File: src/rtl/dram_seq_pkg.sv
// Package: shared phase encoding for the DRAM address sequencer.
// Assumes: a single access in flight at any time.
package dram_seq_pkg;
    typedef enum logic [2:0] {
        PH_IDLE   = 3'd0,
        PH_ROW    = 3'd1,
        PH_SWITCH = 3'd2,
        PH_COL    = 3'd3,
        PH_PRE    = 3'd4
    } phase_t;
endpackage

File: src/rtl/dram_seq_timer.sv
// Module: down-counter that times the length of each phase.
// Assumes: load has priority; done is high while the count is zero.
module dram_seq_timer #(
    parameter int CNT_W = 2
) (
    input  logic             clk,
    input  logic             rst_n,
    input  logic             load,
    input  logic [CNT_W-1:0] load_val,
    output logic             done
);
    logic [CNT_W-1:0] count;

    // Load a new phase length or count down toward zero.
    always_ff @(posedge clk) begin
        if (!rst_n)
            count <= '0;
        else if (load)
            count <= load_val;
        else if (count != '0)
            count <= count - 1'b1;
    end

    // Phase finished when the counter is exhausted.
    always_comb done = (count == '0);
endmodule

File: src/rtl/dram_seq_fsm.sv
// Module: phase sequencer IDLE -> ROW -> SWITCH -> COL -> PRE -> IDLE.
// Assumes: every delay parameter is at least 1; req is only looked at in IDLE.
module dram_seq_fsm
    import dram_seq_pkg::*;
#(
    parameter int ROW_DLY = 2,
    parameter int COL_DLY = 1,
    parameter int CAS_CYC = 2,
    parameter int PRE_CYC = 2
) (
    input  logic   clk,
    input  logic   rst_n,
    input  logic   req,
    output phase_t phase,
    output logic   accept,
    output logic   ready
);
    localparam int MAX_A   = (ROW_DLY > COL_DLY) ? ROW_DLY : COL_DLY;
    localparam int MAX_B   = (CAS_CYC > PRE_CYC) ? CAS_CYC : PRE_CYC;
    localparam int MAX_DLY = (MAX_A > MAX_B) ? MAX_A : MAX_B;
    localparam int CNT_W   = $clog2(MAX_DLY + 1);

    phase_t           phase_d;
    logic             load;
    logic [CNT_W-1:0] load_val;
    logic             done;

    dram_seq_timer #(.CNT_W(CNT_W)) u_timer (
        .clk      (clk),
        .rst_n    (rst_n),
        .load     (load),
        .load_val (load_val),
        .done     (done)
    );

    // Choose the next phase from the current one and the timer.
    always_comb begin
        phase_d = phase;
        case (phase)
            PH_IDLE:   if (req)  phase_d = PH_ROW;
            PH_ROW:    if (done) phase_d = PH_SWITCH;
            PH_SWITCH: if (done) phase_d = PH_COL;
            PH_COL:    if (done) phase_d = PH_PRE;
            PH_PRE:    if (done) phase_d = PH_IDLE;
            default:             phase_d = PH_IDLE;
        endcase
    end

    // Reload the timer with the length of the phase being entered.
    always_comb begin
        load = (phase_d != phase);
        case (phase_d)
            PH_ROW:    load_val = CNT_W'(ROW_DLY - 1);
            PH_SWITCH: load_val = CNT_W'(COL_DLY - 1);
            PH_COL:    load_val = CNT_W'(CAS_CYC - 1);
            PH_PRE:    load_val = CNT_W'(PRE_CYC - 1);
            default:   load_val = '0;
        endcase
    end

    // Phase register.
    always_ff @(posedge clk) begin
        if (!rst_n)
            phase <= PH_IDLE;
        else
            phase <= phase_d;
    end

    // Handshake: take a request only when idle; ready on the last column cycle.
    always_comb begin
        accept = (phase == PH_IDLE) && req;
        ready  = (phase == PH_COL) && done;
    end
endmodule

File: src/rtl/dram_addr_mux.sv
// Module: bank of narrow two-to-one multiplexers sharing one select.
// Assumes: ADDR_W/2 is a multiple of SLICE_W; select 0 gives the high half (row).
module dram_addr_mux #(
    parameter int ADDR_W  = 16,
    parameter int SLICE_W = 4
) (
    input  logic [ADDR_W-1:0]   addr,
    input  logic                sel_col,
    output logic [ADDR_W/2-1:0] mux_addr
);
    localparam int HALF_W = ADDR_W / 2;
    localparam int N_SLC  = HALF_W / SLICE_W;

    for (genvar g = 0; g < N_SLC; g++) begin : g_slice
        // One slice: row bits from the upper half, column bits from the lower half.
        always_comb begin
            mux_addr[g*SLICE_W +: SLICE_W] = sel_col ? addr[g*SLICE_W +: SLICE_W]
                                                     : addr[HALF_W + g*SLICE_W +: SLICE_W];
        end
    end
endmodule

File: src/rtl/dram_addr_seq.sv
// Module: top of the DRAM row/column address sequencer.
// Assumes: one access at a time; strobes and select decode from the registered phase.
module dram_addr_seq
    import dram_seq_pkg::*;
#(
    parameter int ADDR_W  = 16,
    parameter int SLICE_W = 4,
    parameter int ROW_DLY = 2,
    parameter int COL_DLY = 1,
    parameter int CAS_CYC = 2,
    parameter int PRE_CYC = 2
) (
    input  logic                clk,
    input  logic                rst_n,
    input  logic                req,
    input  logic [ADDR_W-1:0]   addr,
    input  logic                we_in,
    input  logic                fault_row_hold,
    output logic                ready,
    output logic [ADDR_W/2-1:0] dram_addr,
    output logic                ras_n,
    output logic                cas_n,
    output logic                mux_col,
    output logic                dram_we_n
);
    phase_t            phase;
    logic              accept;
    logic [ADDR_W-1:0] addr_q;
    logic              we_q;
    logic              row_active;

    dram_seq_fsm #(
        .ROW_DLY (ROW_DLY),
        .COL_DLY (COL_DLY),
        .CAS_CYC (CAS_CYC),
        .PRE_CYC (PRE_CYC)
    ) u_fsm (
        .clk    (clk),
        .rst_n  (rst_n),
        .req    (req),
        .phase  (phase),
        .accept (accept),
        .ready  (ready)
    );

    // Capture the address and direction of an accepted request.
    always_ff @(posedge clk) begin
        if (!rst_n) begin
            addr_q <= '0;
            we_q   <= 1'b0;
        end else if (accept) begin
            addr_q <= addr;
            we_q   <= we_in;
        end
    end

    // Decode strobes, select and write enable from the phase.
    always_comb begin
        row_active = (phase == PH_ROW) || (phase == PH_SWITCH) || (phase == PH_COL);
        ras_n      = ~row_active;
        cas_n      = ~(phase == PH_COL);
        mux_col    = ((phase == PH_SWITCH) || (phase == PH_COL)) && !fault_row_hold;
        dram_we_n  = ~(row_active && we_q);
    end

    dram_addr_mux #(.ADDR_W(ADDR_W), .SLICE_W(SLICE_W)) u_mux (
        .addr     (addr_q),
        .sel_col  (mux_col),
        .mux_addr (dram_addr)
    );
endmodule

File: config.mk
export PLATFORM = sky130hd
export DESIGN_NAME = dram_addr_seq
export DESIGN_NICKNAME = d
export VERILOG_FILES = /design/src/rtl/dram_seq_pkg.sv /design/src/rtl/dram_seq_timer.sv /design/src/rtl/dram_seq_fsm.sv /design/src/rtl/dram_addr_mux.sv /design/src/rtl/dram_addr_seq.sv
export SDC_FILE = /design/constraint.sdc
export NUM_CORES = 1
export LEC_CHECK = 0
export CORE_MARGIN = 5
export CORE_UTILIZATION = 40
export CTS_CLUSTER_DIAMETER = 80
export CTS_CLUSTER_SIZE = 12
export DETAILED_ROUTE_END_ITERATION = 12
export GPL_ROUTABILITY_DRIVEN = 1
export PLACE_DENSITY = 0.74
export SLEW_MARGIN = 10
export SYNTH_ARGS = -nofsm -noshare
export SYNTH_HDL_FRONTEND = slang
export SYNTH_SLANG_ARGS = --single-unit
export TNS_END_PERCENT = 100
File: constraint.sdc
create_clock -name clk -period 1.38 [get_ports clk]
set_input_delay 0.207 -clock clk [delete_from_list [all_inputs] [get_ports clk]]
set_output_delay 0.207 -clock clk [all_outputs]
set_load 0.005 [all_outputs]
# == Yosys cells after proc, flatten, opt, wreduce, memory -nomap -nowiden ==
# Index checks and enable logic that the tools add are counted.
# classes
addsub,1
eq_ne,8
muxes,11
bitwise_logic,3
n_reduce_logical,13
# ops
op,n
$mux W3,5
$pmux W3 S5,1
$eq A3 B2 Y1 const B,3
$mux W4,2
$eq A3 B1 Y1 const B,2
$eq A3 B3 Y1 const B,2
$logic_and A1 B1 Y1,4
$mux W2,2
$reduce_bool A2 Y1,2
$logic_not A3 Y1,1
$logic_or A1 B1 Y1,3
$ne A3 B3 Y1,1
$not A1 Y1,3
$reduce_or A3 Y1,1
$logic_not A2 Y1,1
$sub A2 B1 Y2 const B,1
$logic_not A1 Y1,1
$mux W1,1
# totals
reg_bits,22
word_cells,40

# == Depth between registers and ports, before layout ==
# depth
word_depth,7
depth_mapped,6
depth_no_buf,5

# == By module ==
# Synthesis repeated with hierarchy kept, for this count alone.
# unflattened
cells_unflattened,106
area_unflattened_um2,1136.1
# modules_own_cells
mod,instances,cells_per_inst,area_per_inst_um2,seq_area_each_um2
dram_addr_seq,1,59,684.4,340.3
dram_seq_fsm,1,25,196.4,60.1
dram_addr_mux,1,9,131.4,0.0
dram_seq_timer,1,13,123.9,40.0

# == Least setup slack after synthesis ==
# OpenSTA, ideal clock, no wires.
# synth_timing
kind,register to output
from,reg u_fsm.phase[2]
to,out dram_addr[0]
t_arrival_ns,1.271
required_time_ns,1.173
slack_ns,-0.098
stages_incl_launch_ff,5
n_path_buf,1
path_cell_list,dfxtp_1 > buf_2 > nand2b_1 > nor2_2 > mux2_2
# synth_between
elab_chain_cells,4
word_cells_on_any_way,5
classes_between,eq/ne (2); mux (1); reduce/logical (2)
# synth_rtl
item,line_no,source
from (decl),dram_seq_fsm.sv:14,"output phase_t phase,"
from (signal assigned),dram_seq_fsm.sv:66,phase <= phase_d;
$eq A3 B2 Y1,dram_addr_seq.sv:62,mux_col = ((phase == PH_SWITCH) || (phase == PH_COL)) && !fault_row_hold;
$logic_or A1 B1 Y1 (*),dram_addr_seq.sv:62,
$logic_and A1 B1 Y1 (*),dram_addr_seq.sv:62,
named net mux_col,dram_addr_seq.sv:23,"output logic mux_col,"
$mux W4 (*),dram_addr_mux.sv:17,mux_addr[g*SLICE_W +: SLICE_W] = sel_col ? addr[g*SLICE_W +: SLICE_W]
to (decl),dram_addr_seq.sv:20,"output logic [ADDR_W/2-1:0] dram_addr,"
# The timed path passes the listed nets; every way through them passes the cells marked *.

# == Final worst setup path ==
# layout_timing
from,reg u_fsm.phase[2]
to,out dram_addr[2]
# layout_between
elab_chain_cells,4
word_cells_on_any_way,5
classes_between,eq/ne (2); mux (1); reduce/logical (2)
# layout_rtl
item,line_no
$eq A3 B2 Y1,dram_addr_seq.sv:62
$logic_or A1 B1 Y1 (*),dram_addr_seq.sv:62
$logic_and A1 B1 Y1 (*),dram_addr_seq.sv:62
$mux W4 (*),dram_addr_mux.sv:17
# Mark *: on every way between the ends. The rest lies on a longest branch, timed or not.

==> results.md <==
- Initial drt markers: 60
- Hold path depth: 3
- Worst skew pair latency: 0.31 ns
- TritonCTS clock tree: built
- Pint: about 1900 uW
- Die height: between 60 and 70 um
- Placed standard-cell area: around 1500 um^2
- Sequential power share: 0.297
- Layout area overhead: 85.8%
- Synth Area per Inst: 8.36 um^2
- Unrepaired setup endpoints after global routing: yes
- Status: finished with violations
- Reg2reg start: u_fsm.phase[1]
- GPL Wtd Cong: between 0.8 and 0.9
- P per Cell Area: approximately 1600 nW/um^2
- Power share of the clock group: 0.119
- Drt via density: 5.47
- Async set-reset flop share out of synthesis: 0
- CP endpoint kind: output pin
- Main combinational cell family by area after synthesis: simple AND/OR/NAND/NOR gates
- Fraction of the mapped netlist area in simple logic gates: 0.276
- Sw Share: 0.357
- Synthesized-area fraction occupied by adder cells: 0.0231
- Area of the multi-input gates: 733 um^2
- Total CTS buffers: 3
- Max Buffers Root-to-Sink: 2
- CTS Sinks: 22
- R2R Path End: addr_q[8]
- Largest net degree at the start of global routing: 37
- Top post-synthesis cells by area: dfxtp_1, mux2_2, nand3_1, nand2_1, o21ai_1
- Critical path class: flop to output pin
- Die span in x: 60.7 um
- Clock-pin slew on the worst setup and hold paths: roughly 0.12 ns
- Routed WL: ~3700 um
- Clock Skew: between 0.008 and 0.009 ns
- Mux cell area share after synthesis: 0.0876
- Root buffer cell: clkbuf_4
- Mapped Cells: between 100 and 150
- Cell taking the most area after synthesis: dfxtp_1
- Reg2Reg Depth: 7
- Core Rows: 18
- TritonRoute pass-1 iters: 4
- GRT Total Usage: 0.165
- R2R Setup Slk: -0.17 ns
- Data required, critical path: about 1.2 ns
- Io pins: 34
- Dpl ws: -0.523 ns
- Vias in the first global route: between 1k and 1.5k
- XOR/XNOR Fraction of Synth Area: 0.00852
- Setup ws final: -0.366 ns
- Compound-cell area share of the yosys netlist: 0.122
- Setup crit start kind: flop
- Final critical-path required period: 1.75 ns
- Max-slew violations: 0
- Final Hold Violating Endpoints: 0
- Die Area: approximately 3700 um^2
- Max-slew headroom: 0.822
- Register area share after synthesis: 0.428
- Ant diodes: 0
- Hold-fix buffers, CTS: 0
- Dpl cells: 188
- Cell chain of the critical path: nand2b_4 > nor2_4 > buf_6 > mux2_4 > buf_6
- Slowest stage cell, crit path: dfxtp_2
- Routed WL per cell: about 18 um
- DRC: 0
- CP arrival: about 1.5 ns
- Critical path fanouts, max: 5
- Tcrit/Tclk final: 1.27
- Total grt overflow: 0
- Mapped cell area: approximately 1000 um^2
- Core Region: around 2500 um^2
- Worst path bufs/invs: 2
- FILL cells: 167
- Hold_sp: we_in
- Final setup violation count: 31
- Fin Setup TNS: -5.27 ns
- Worst slew pin tran: approximately 0.27 ns
- Worst path top cell family by delay: flip-flops
- Part of the power in combinational logic: 0.584
- Initial antenna violation count: 0
- Max_cap viols: 0
- Hpwl dp: 1780 um
- Largest stage delay, worst path: between 0.3 and 0.4 ns
- First-pass GRT wire length: 4460 um
- Worst ir drop on vdd: ~0.0011 V
- Min-Delay Endpoint: we_q
- Initial Util: 0.415
- Hold WC Path Type: input pin to flop
- Final instance area: 1910 um^2
- Violated checks: setup timing
- LEAKAGE: about 0.00075 uW
- Number of enable flip-flop cells after synthesis: 0
- Switching power: approximately 1100 uW
- # port buffers: 33
- Non-filler instance count after layout: ~210
- H-tree depth: 1
- Storage element area: ~450 um^2
- Remaining antenna violation count: 0
- Ys Warns: 0
- Layout cell share with drive strength beyond 1: 0.514
- Top cell type's share of synthesized area: 0.428
- Cell repeated most along the worst path: buf_6
- FMAX: 573 MHz
- Post-Syn Nets: approximately 150
- Vias: about 1.1k
- Ys flop type: dfxtp_1
- Netlist cell types: 26
- Worst hold slack: 0.445 ns
- Synthesized flop and latch total: 22
- Final net count: around 200
## cells by family after synthesis
kind of cell             Yosys count
adder cells (fa/ha/maj)            2
buffers and inverters             13
flip-flops                        22
AND/OR/NAND/NOR                   54
AO/OA/AOI/OAI                     23
multiplexers                       8
XOR/XNOR                           1
## worst max-delay path by stage
stage	startpoint	to	slack [ns]	depth (start not counted)
finish	u_fsm.phase[2]	dram_addr[2]	-0.37	5
CTS	u_fsm.phase[2]	dram_addr[7]	-0.37	6
global route	u_fsm.phase[2]	dram_addr[2]	-0.43	5
detailed placement	fault_row_hold	dram_addr[1]	-0.52	5
global placement	fault_row_hold	dram_addr[1]	-0.52	5
floorplan	u_fsm.phase[2]	dram_addr[0]	0.01	4
## flip-flops by register name, indices dropped and copies added, names as in the netlist
register and flops:
addr_q 16, u_fsm.phase 3, u_fsm.u_timer.count 2, we_q 1
## stage by stage
stage	total power, uW	util
3_3_place_gp	1850	0.595
3_5_place_dp	1900	0.595
6_report	2980	0.771
5_1_grt	3140	0.771
4_1_cts	2540	0.680
2_1_floorplan	1430	-
## cell type report
type	count	area share
Timing Repair Buffer	61	0.335
Sequential cell	22	0.235
Tap cell	30	0.0196
Clock buffer	4	0.0190
Multi-Input combinational cell	88	0.384
Inverter	4	0.00786
## per-layer routing
metal | routed length [um] | vias up | track usage
met1 | 1520 | 552 | 0.191
li1 | - | 538 | -
met3 | 207 | 10 | 0.0404
met5 | 0 | - | 0
met4 | 106 | 0 | 0.0805
met2 | 1850 | 43 | 0.282
## power groups by stage
stage | combinational, uW | clock, uW | sequential [uW]
after floorplan | 569 | 0 | 856
after global placement | 1000 | 0 | 846
after detailed placement | 1040 | 0 | 854
after CTS | 1330 | 354 | 865
after global routing | 1850 | 390 | 897
final | 1740 | 355 | 885
## tightest hold or removal path, stage by stage
cell and delay, ns:
clkdlybuf4s50_1 0.40, nand3_1 0.07, o21ai_1 0.05
## what timing repair did
item                       in CTS  in global routing
setup buffers                   8                  4
gates resized for setup        87                 32
setup endpoints to repair      14                 33
pin swaps                       9                 17
cloned                          1                  6
## cells in the mapped netlist, types with 2 or more instances
cell type,instances
nand3_1,17
a21oi_1,2
mux2_2,8
nand3b_1,2
nand2b_1,5
nor2_1,5
nand2_1,20
dfxtp_1,22
inv_1,4
o21ai_0,4
o21ai_1,13
clkbuf_1,5
buf_2,3
## cells in the final DEF, fill, tap and decap left out, types with 4 or more instances in the layout
cell type / count
clkdlybuf4s50_1: 21
nand2b_1: 4
buf_6: 19
buf_4: 14
nand3_2: 11
dfxtp_1: 17
nand2_1: 18
o21ai_1: 12
dfxtp_2: 4
o21ai_2: 5
mux2_4: 8
Note: power is estimated with default switching activity, not from simulation.
